`config.mk`:
```
export PLATFORM = sky130hd
export DESIGN_NAME = memtap_top
export DESIGN_NICKNAME = d
export VERILOG_FILES = /design/src/rtl/memtap_pkg.sv /design/src/rtl/memtap_fsm.sv /design/src/rtl/memtap_ir.sv /design/src/rtl/memtap_idbyp.sv /design/src/rtl/memtap_chain.sv /design/src/rtl/memtap_top.sv
export SDC_FILE = /design/constraint.sdc
export NUM_CORES = 1
export LEC_CHECK = 0
export BUFFER_PORTS_ARGS = -buffer_cell sky130_fd_sc_hd__buf_2
export CAP_MARGIN = 20
export CORE_ASPECT_RATIO = 0.8
export CORE_MARGIN = 3
export CORE_UTILIZATION = 57
export CTS_CLUSTER_DIAMETER = 100
export DETAILED_ROUTE_END_ITERATION = 12
export GPL_TIMING_DRIVEN = 1
export HOLD_SLACK_MARGIN = 0.06
export PLACE_DENSITY_LB_ADDON = 0.12
export SLEW_MARGIN = 0
export SYNTH_ARGS = -nofsm -noshare
export SYNTH_HDL_FRONTEND = slang
export SYNTH_SLANG_ARGS = --single-unit
```
`constraint.sdc`:
```
create_clock -name tck -period 2.56 [get_ports tck]
set_clock_uncertainty 0.15 [all_clocks]
set_input_delay 0 -clock tck [delete_from_list [all_inputs] [get_ports tck]]
set_output_delay 0 -clock tck [all_outputs]
set_load 0.03 [all_outputs]
```
`src/rtl/memtap_pkg.sv`:
```
package memtap_pkg;

    typedef enum logic [3:0] {
        ST_RESET,
        ST_IDLE,
        ST_SEL_DR,
        ST_CAP_DR,
        ST_SH_DR,
        ST_EX1_DR,
        ST_PAU_DR,
        ST_EX2_DR,
        ST_UPD_DR,
        ST_SEL_IR,
        ST_CAP_IR,
        ST_SH_IR,
        ST_EX1_IR,
        ST_PAU_IR,
        ST_EX2_IR,
        ST_UPD_IR
    } tap_state_t;

    typedef enum logic [1:0] {
        DR_BYPASS,
        DR_IDENT,
        DR_CHAIN
    } dr_sel_t;

    localparam int IR_W = 3;

    localparam logic [IR_W-1:0] IR_EXTEST  = 3'b000;
    localparam logic [IR_W-1:0] IR_IDCODE  = 3'b001;
    localparam logic [IR_W-1:0] IR_SAMPZ   = 3'b010;
    localparam logic [IR_W-1:0] IR_SAMPLE  = 3'b100;
    localparam logic [IR_W-1:0] IR_BYPASS  = 3'b111;
    localparam logic [IR_W-1:0] IR_CAPTURE = 3'b001;

endpackage

```
`src/rtl/memtap_fsm.sv`:
```
module memtap_fsm
    import memtap_pkg::*;
(
    input  logic       tck,
    input  logic       por_n,
    input  logic       tms,
    output tap_state_t state,
    output logic       in_reset,
    output logic       cap_dr,
    output logic       sh_dr,
    output logic       upd_dr,
    output logic       cap_ir,
    output logic       sh_ir,
    output logic       upd_ir
);

    tap_state_t state_q;
    tap_state_t state_d;

    always_ff @(posedge tck or negedge por_n) begin
        if (!por_n) begin
            state_q <= ST_RESET;
        end else begin
            state_q <= state_d;
        end
    end

    always_comb begin
        state_d = state_q;
        unique case (state_q)
            ST_RESET:  state_d = tms ? ST_RESET  : ST_IDLE;
            ST_IDLE:   state_d = tms ? ST_SEL_DR : ST_IDLE;
            ST_SEL_DR: state_d = tms ? ST_SEL_IR : ST_CAP_DR;
            ST_CAP_DR: state_d = tms ? ST_EX1_DR : ST_SH_DR;
            ST_SH_DR:  state_d = tms ? ST_EX1_DR : ST_SH_DR;
            ST_EX1_DR: state_d = tms ? ST_UPD_DR : ST_PAU_DR;
            ST_PAU_DR: state_d = tms ? ST_EX2_DR : ST_PAU_DR;
            ST_EX2_DR: state_d = tms ? ST_UPD_DR : ST_SH_DR;
            ST_UPD_DR: state_d = tms ? ST_SEL_DR : ST_IDLE;
            ST_SEL_IR: state_d = tms ? ST_RESET  : ST_CAP_IR;
            ST_CAP_IR: state_d = tms ? ST_EX1_IR : ST_SH_IR;
            ST_SH_IR:  state_d = tms ? ST_EX1_IR : ST_SH_IR;
            ST_EX1_IR: state_d = tms ? ST_UPD_IR : ST_PAU_IR;
            ST_PAU_IR: state_d = tms ? ST_EX2_IR : ST_PAU_IR;
            ST_EX2_IR: state_d = tms ? ST_UPD_IR : ST_SH_IR;
            ST_UPD_IR: state_d = tms ? ST_SEL_DR : ST_IDLE;
            default:   state_d = ST_RESET;
        endcase
    end

    // State decode: one strobe per action state, valid for the next rising edge
    always_comb begin
        in_reset = (state_q == ST_RESET);
        cap_dr   = (state_q == ST_CAP_DR);
        sh_dr    = (state_q == ST_SH_DR);
        upd_dr   = (state_q == ST_UPD_DR);
        cap_ir   = (state_q == ST_CAP_IR);
        sh_ir    = (state_q == ST_SH_IR);
        upd_ir   = (state_q == ST_UPD_IR);
    end

    assign state = state_q;

endmodule

```
`src/rtl/memtap_ir.sv`:
```
module memtap_ir
    import memtap_pkg::*;
(
    input  logic            tck,
    input  logic            por_n,
    input  logic            tdi,
    input  logic            in_reset,
    input  logic            cap_ir,
    input  logic            sh_ir,
    input  logic            upd_ir,
    output logic [IR_W-1:0] ir_q,
    output logic            ir_lsb,
    output logic            load_extest,
    output dr_sel_t         dr_sel,
    output logic            is_extest,
    output logic            is_sampz,
    output logic            cell_wr_ok
);

    logic [IR_W-1:0] ir_sh;
    logic [IR_W-1:0] ir_r;

    always_ff @(posedge tck or negedge por_n) begin
        if (!por_n) begin
            ir_sh <= IR_CAPTURE;
        end else if (cap_ir) begin
            ir_sh <= IR_CAPTURE;
        end else if (sh_ir) begin
            ir_sh <= {tdi, ir_sh[IR_W-1:1]};
        end
    end

    always_ff @(posedge tck or negedge por_n) begin
        if (!por_n) begin
            ir_r <= IR_IDCODE;
        end else if (in_reset) begin
            ir_r <= IR_IDCODE;
        end else if (upd_ir) begin
            ir_r <= ir_sh;
        end
    end

    always_comb begin
        dr_sel     = DR_BYPASS;
        is_extest  = 1'b0;
        is_sampz   = 1'b0;
        cell_wr_ok = 1'b0;
        unique case (ir_r)
            IR_EXTEST: begin
                dr_sel     = DR_CHAIN;
                is_extest  = 1'b1;
                cell_wr_ok = 1'b1;
            end
            IR_IDCODE: dr_sel = DR_IDENT;
            IR_SAMPZ: begin
                dr_sel   = DR_CHAIN;
                is_sampz = 1'b1;
            end
            IR_SAMPLE: begin
                dr_sel     = DR_CHAIN;
                cell_wr_ok = 1'b1;
            end
            default: dr_sel = DR_BYPASS;
        endcase
    end

    assign ir_q        = ir_r;
    assign ir_lsb      = ir_sh[0];
    assign load_extest = upd_ir && (ir_sh == IR_EXTEST);

endmodule

```
`src/rtl/memtap_idbyp.sv`:
```
module memtap_idbyp
    import memtap_pkg::*;
#(
    parameter logic [10:0] MFR_CODE = 11'h0D5,
    parameter logic [2:0]  REV_CODE = 3'b000,
    parameter bit          WIDE     = 1'b1
) (
    input  logic    tck,
    input  logic    por_n,
    input  logic    tdi,
    input  logic    cap_dr,
    input  logic    sh_dr,
    input  dr_sel_t dr_sel,
    output logic    id_lsb,
    output logic    byp_q
);

    localparam int          ID_W     = 32;
    localparam logic [1:0]  WIDTH_CD = WIDE ? 2'b11 : 2'b10;
    localparam logic [16:0] CFG      = {3'b010, WIDTH_CD, 1'b1, 1'b1, 1'b0, 1'b1, 8'h00};
    localparam logic [ID_W-1:0] ID_VAL = {REV_CODE, CFG, MFR_CODE, 1'b1};

    logic [ID_W-1:0] id_sh;
    logic            byp_r;

    always_ff @(posedge tck or negedge por_n) begin
        if (!por_n) begin
            id_sh <= ID_VAL;
        end else if (dr_sel == DR_IDENT) begin
            if (cap_dr) begin
                id_sh <= ID_VAL;
            end else if (sh_dr) begin
                id_sh <= {tdi, id_sh[ID_W-1:1]};
            end
        end
    end

    always_ff @(posedge tck or negedge por_n) begin
        if (!por_n) begin
            byp_r <= 1'b0;
        end else if (dr_sel == DR_BYPASS) begin
            if (cap_dr) begin
                byp_r <= 1'b0;
            end else if (sh_dr) begin
                byp_r <= tdi;
            end
        end
    end

    assign id_lsb = id_sh[0];
    assign byp_q  = byp_r;

endmodule

```
`src/rtl/memtap_chain.sv`:
```
module memtap_chain
    import memtap_pkg::*;
#(
    parameter int PIN_CNT = 108,
    parameter int OUT_CNT = 36
) (
    input  logic               tck,
    input  logic               por_n,
    input  logic               tdi,
    input  logic               in_reset,
    input  logic               cap_dr,
    input  logic               sh_dr,
    input  logic               upd_dr,
    input  logic               load_extest,
    input  dr_sel_t            dr_sel,
    input  logic               cell_wr_ok,
    input  logic [PIN_CNT-1:0] pin_in,
    output logic               chain_lsb,
    output logic               ctl_cell,
    output logic [OUT_CNT-1:0] drive_q
);

    localparam int LEN = PIN_CNT + 1;
    localparam int CTL = PIN_CNT;

    logic [LEN-1:0]     chain;
    logic [LEN-1:0]     chain_d;
    logic               cap_en;
    logic               sh_en;
    logic               ctl_r;
    logic [OUT_CNT-1:0] preload;
    logic [OUT_CNT-1:0] drive_r;

    assign cap_en = cap_dr && (dr_sel == DR_CHAIN);
    assign sh_en  = sh_dr  && (dr_sel == DR_CHAIN);

    // Pin cells: capture a pin or take the neighbour above
    for (genvar i = 0; i < PIN_CNT; i++) begin : g_pin_cell
        assign chain_d[i] = cap_en ? pin_in[i] : chain[i+1];
    end

    // Control cell at the top of the chain: captures its own state, shifts in TDI
    assign chain_d[CTL] = cap_en ? ctl_r : tdi;

    always_ff @(posedge tck or negedge por_n) begin
        if (!por_n) begin
            chain <= '0;
        end else if (cap_en || sh_en) begin
            chain <= chain_d;
        end
    end

    always_ff @(posedge tck or negedge por_n) begin
        if (!por_n) begin
            ctl_r   <= 1'b0;
            preload <= '0;
        end else if (in_reset) begin
            ctl_r   <= 1'b0;
        end else if (upd_dr && cell_wr_ok) begin
            ctl_r   <= chain[CTL];
            preload <= chain[OUT_CNT-1:0];
        end
    end

    always_ff @(posedge tck or negedge por_n) begin
        if (!por_n) begin
            drive_r <= '0;
        end else if (load_extest) begin
            drive_r <= preload;
        end
    end

    assign chain_lsb = chain[0];
    assign ctl_cell  = ctl_r;
    assign drive_q   = drive_r;

endmodule

```
`src/rtl/memtap_top.sv`:
```
module memtap_top
    import memtap_pkg::*;
#(
    parameter int          PIN_CNT  = 108,
    parameter int          OUT_CNT  = 36,
    parameter logic [10:0] MFR_CODE = 11'h0D5,
    parameter logic [2:0]  REV_CODE = 3'b000,
    parameter bit          WIDE     = 1'b1
) (
    input  logic               tck,
    input  logic               por_n,
    input  logic               tms,
    input  logic               tdi,
    output logic               tdo,
    output logic               tdo_oe,
    input  logic [PIN_CNT-1:0] pin_in,
    output logic               out_hiz,
    output logic               out_drv_en,
    output logic [OUT_CNT-1:0] out_drv_data
);

    tap_state_t      state;
    logic            in_reset;
    logic            cap_dr;
    logic            sh_dr;
    logic            upd_dr;
    logic            cap_ir;
    logic            sh_ir;
    logic            upd_ir;
    logic [IR_W-1:0] ir_q;
    logic            ir_lsb;
    logic            load_extest;
    dr_sel_t         dr_sel;
    logic            is_extest;
    logic            is_sampz;
    logic            cell_wr_ok;
    logic            id_lsb;
    logic            byp_q;
    logic            chain_lsb;
    logic            ctl_cell;
    logic            tdo_mux;
    logic            tdo_r;
    logic            oe_r;

    memtap_fsm u_fsm (
        .tck      (tck),
        .por_n    (por_n),
        .tms      (tms),
        .state    (state),
        .in_reset (in_reset),
        .cap_dr   (cap_dr),
        .sh_dr    (sh_dr),
        .upd_dr   (upd_dr),
        .cap_ir   (cap_ir),
        .sh_ir    (sh_ir),
        .upd_ir   (upd_ir)
    );

    memtap_ir u_ir (
        .tck         (tck),
        .por_n       (por_n),
        .tdi         (tdi),
        .in_reset    (in_reset),
        .cap_ir      (cap_ir),
        .sh_ir       (sh_ir),
        .upd_ir      (upd_ir),
        .ir_q        (ir_q),
        .ir_lsb      (ir_lsb),
        .load_extest (load_extest),
        .dr_sel      (dr_sel),
        .is_extest   (is_extest),
        .is_sampz    (is_sampz),
        .cell_wr_ok  (cell_wr_ok)
    );

    memtap_idbyp #(
        .MFR_CODE (MFR_CODE),
        .REV_CODE (REV_CODE),
        .WIDE     (WIDE)
    ) u_idbyp (
        .tck    (tck),
        .por_n  (por_n),
        .tdi    (tdi),
        .cap_dr (cap_dr),
        .sh_dr  (sh_dr),
        .dr_sel (dr_sel),
        .id_lsb (id_lsb),
        .byp_q  (byp_q)
    );

    memtap_chain #(
        .PIN_CNT (PIN_CNT),
        .OUT_CNT (OUT_CNT)
    ) u_chain (
        .tck         (tck),
        .por_n       (por_n),
        .tdi         (tdi),
        .in_reset    (in_reset),
        .cap_dr      (cap_dr),
        .sh_dr       (sh_dr),
        .upd_dr      (upd_dr),
        .load_extest (load_extest),
        .dr_sel      (dr_sel),
        .cell_wr_ok  (cell_wr_ok),
        .pin_in      (pin_in),
        .chain_lsb   (chain_lsb),
        .ctl_cell    (ctl_cell),
        .drive_q     (out_drv_data)
    );

    always_comb begin
        if (sh_ir) begin
            tdo_mux = ir_lsb;
        end else begin
            unique case (dr_sel)
                DR_IDENT: tdo_mux = id_lsb;
                DR_CHAIN: tdo_mux = chain_lsb;
                default:  tdo_mux = byp_q;
            endcase
        end
    end

    // Serial output stage retimed to the falling edge
    always_ff @(negedge tck or negedge por_n) begin
        if (!por_n) begin
            tdo_r <= 1'b0;
            oe_r  <= 1'b0;
        end else begin
            tdo_r <= tdo_mux;
            oe_r  <= sh_ir || sh_dr;
        end
    end

    assign tdo        = tdo_r;
    assign tdo_oe     = oe_r;
    assign out_hiz    = is_sampz || (is_extest && !ctl_cell);
    assign out_drv_en = is_extest && ctl_cell;

endmodule

```
# After elaboration in Yosys (flattened, before gate mapping)
# Cells that the tools add are included.
[classes]
addsub = 0
n_mul = 0
div = 0
magnitude_cmp = 0
eq_ne = 20
shift = 0
mux = 138
n_bitwise = 1
reduce_logical = 26
[ops]
columns = ["op", "count"]
rows = [
  ["two-way mux 1 bit", 120],
  ["two-way mux 32 bit", 2],
  ["case mux 4 bit (12 select lines)", 1],
  ["== test 4 bit (second input constant)", 8],
  ["two-way mux 3 bit", 6],
  ["== test 4 x 3 -> 1 bit (second input constant)", 4],
  ["two-way mux 4 bit", 4],
  ["== test 4 x 2 -> 1 bit (second input constant)", 2],
  ["nonzero test 2 bit", 4],
  ["logical AND 1 bit", 6],
  ["logical NOT 3 bit", 2],
  ["two-way mux 2 bit", 3],
  ["AND reduction 2 bit", 3],
  ["OR reduction 2 bit", 3],
  ["OR reduction 3 bit", 2],
  ["== test 4 x 1 -> 1 bit (second input constant)", 1],
  ["logical NOT 4 bit", 1],
  ["case mux 2 bit (2 select lines)", 1],
  ["== test 3 x 1 -> 1 bit (second input constant)", 1],
  ["== test 3 x 2 -> 1 bit (second input constant)", 1],
  ["== test 3 bit (second input constant)", 1],
  ["logical OR 1 bit", 3],
  ["== test 2 x 1 -> 1 bit (second input constant)", 1],
  ["== test 2 bit (second input constant)", 1],
  ["4 further kinds", 4],
]
[totals]
reg_bits = 227
latchBits = 0
ramBits = 0
mem_bits_ro = 0
inputBits = 112
out_inout_bits = 40
word_cells = 196
mem_count = 0

# Depth between registers and ports, before layout
[depth]
word_depth = 6
depth_mapped = 8
mapped_depth_nobuf = 7

# Hierarchy
# From an unflattened synthesis, not the netlist that was laid out.
[unflattened]
cells_unflattened = 772
area_unflattened_um2 = 9826.9
[modules_own_cells]
columns = ["mod", "instances", "cells_each", "area_each_um2", "seq_area_each_um2"]
rows = [
  ["memtap_chain", 1, 536, 7604.8, 4554.4],
  ["memtap_idbyp", 1, 151, 1458.9, 840.8],
  ["memtap_fsm", 1, 46, 339.1, 100.1],
  ["memtap_ir", 1, 24, 275.3, 152.6],
  ["memtap_top", 1, 15, 148.9, 50.0],
]

==> results.toml <==
[sta]
setup_violations = 1
rsz0062_at_grt = "yes"
slew_violations = 0
worst_pin_slew_ps = 805
timing_hold_violations_final = 0
max_slew_margin = 0.463
fin_ws_ps = -605

[final_layout]
design_area_sq_um = 13400
syn2layout_area_growth_pct = 29.5
drive_gt1_frac = 0.537
final_nets = 1112
diodes = 0
fin_cells = 1239
utilization = 0.764

[synthesis]
netlist.area_leader.share = 0.511
avgSynthCellArea_sq_um = 14.2
yosysMostFrequentCell = "mux2_2"
syn_nets = 844
synthFlopType = "dfrtp_1"
async_flop_share = 1.00
yosysTopAreaCell = "dfrtp_1"
synth-seq-cells = 227
synthTopCellsByCount = "mux2_2, dfrtp_1, inv_1"
syn_inst = 729
synth_cell_types = 48
synth_area_leaders = "dfrtp_1, mux2_2, dfstp_2"
yosysSeqAreaShare = 0.551
yosys_warnings = 0
synth.cell_area_sq_um = 10300
synth_edf_count = 0

[routing]
vias = 6591
drtIter0Drc = 239
routed_wl_microns = 21500
routed_via_density = 5.32
drc_errors = 0
wire_per_inst_microns = 17.4
dr.pass1.iters = 4
detail-route-antenna-nets = 0

[placed_design]
placed_cells = 1084
portBuffers = 151
globalplace.congestion = 0.841
dpl.hpwl_microns = 12900
post_dp_cell_area_sq_um = 11400

[run_status]
violations = "setup timing"
status = "finished, violations left"

[cts]
cts_inserted_buffers = 23
clkTransAtPathRegs_ps = 70
cts_tree = "built"
h-tree-depth = 1
cts.sinks = 227
clock_latency_ps = 510
clock_path_buffers = 3
cts-root-buf = "clkbuf_16"

[hold_path]
hold_start = "tdi"
hold_class = "in2reg"

[grt]
grt.overflow.total = 0
grt_pass1_vias = 7174
antenna_found_initial = 0
grt_pass1_wl_microns = 35600
track_usage = 0.219
grt_start_max_net_pins = 71

[pwr]
leakage_nw = 6.86
ir_worst_vdd_uv = 618
cellPowerDensity_nw_per_um2 = 884

[worst_setup_path]
r2r_start = "u_ir.ir_q[0]"
crit_type = "reg2reg"
worst_setup_path_start_kind = "flip-flop"
cp_data_required_time_ps = 1480
cp_max_fo = 2
endpoint_kind = "flip-flop"
cp-startpoint = "u_ir.ir_q[0]"
worstPathArrival_ps = 2080

[floorplan]
floorplan.die.width_microns = 157
die_h_microns = 126
num_rows = 43
core_area_sq_um = 17500
io_pins = 152
start_util = 0.590
die-area_sq_um = 19800

[flow_run]
drv_cap = 0
[timing repair]
| item | in CTS | in global routing |
|---|---|---|
| endpoints found under the setup margin | 2 | 3 |
| setup buffers | 0 | 0 |
| resized for setup | 2 | 2 |
| hold buffers | 113 | 0 |
| cloned | 0 | 0 |
| hold endpoints to repair | 328 | 0 |
[metal layers]
metal / part of all wire / track usage / up-vias
met5: 0 / 0 / -
met4: 0.017 / 0.0468 / 0
met3: 0.044 / 0.0406 / 32
met2: 0.49 / 0.379 / 136
met1: 0.45 / 0.290 / 3308
li1: - / - / 3115
[report_power, final]
part	switching, mW	internal [mW]
clock	1.35	2.12
sequential	0.398	4.32
combinational	1.60	2.05
[metrics by stage]
stage	hold WS [ps]	power (mW)	TNS [ps]	setup WS (ps)
floorplan	-446	7.23	-580	-580
global placement	-209	8.05	-558	-558
detailed placement	-206	8.22	-595	-595
CTS	196	11.9	-622	-602
global route	239	12.5	-680	-661
finish	213	11.8	-605	-605
[critical path, stage by stage (launching register included)]
cell and delay, ps:
dfstp_2 530, inv_2 40, or3_4 340, ha_4 220, a221o_1 270, o221ai_2 60, o31ai_1 100
[registers in the layout, summed over array words and instances, names as in the netlist]
signal            count
u_idbyp.id_sh        32
u_fsm.state           4
u_chain.preload      36
u_chain.drive_q      36
u_ir.ir_sh            3
u_idbyp.byp_q         1
tdo_oe                1
u_chain.ctl_cell      1
tdo                   1
u_ir.ir_q             3
u_chain.chain       109
[cell families after synthesis]
group,count (synthesis),share of synthesized area
buffers and inverters,72,0.0356
flip-flops,227,0.551
AND/OR/NAND/NOR,69,0.0330
multiplexers,323,0.353
adder cells (fa/ha/maj),3,0.00363
XOR/XNOR,1,0.000847
AO/OA/AOI/OAI,34,0.0226
[final timing paths]
check / end / slack [ps] / cells past startpoint
worst max-delay path: tdo / -610 / 6
worst min-delay path: u_ir.ir_sh[2] / 210 / 4
worst max register to register: tdo / -610 / 6
worst min register to register: u_idbyp.id_sh[25] / 330 / 2
max in group asynchronous: tdo / 690 / 3
min in group asynchronous: u_idbyp.id_sh[0] / 450 / 3
[cell usage in the layout (no fill, tap or decap), drive strengths merged, types with 3 or more instances in the layout]
master,instances
a21oi,8
buf,177
clkbuf,39
dfrtp,211
dfstp,14
dlygate4sd3,112
ha,3
inv,26
mux2,307
mux2i,16
nand2,22
nor2,23
nor2b,3
nor3b,3
o21ai,8
o22ai,3
[area by class of cell]
| class | count | area [sq um] |
|---|---|---|
| tap | 225 | 282 |
| fill | 1053 | 4150 |
| inverter | 25 | 93.8 |
| sequential | 227 | 5700 |
| multi-input combinational | 430 | 4340 |
| timing repair buffer | 290 | 2180 |
| clock buffer | 38 | 722 |
| clock inverter | 4 | 73.8 |
(Power assumes the default switching activity.)
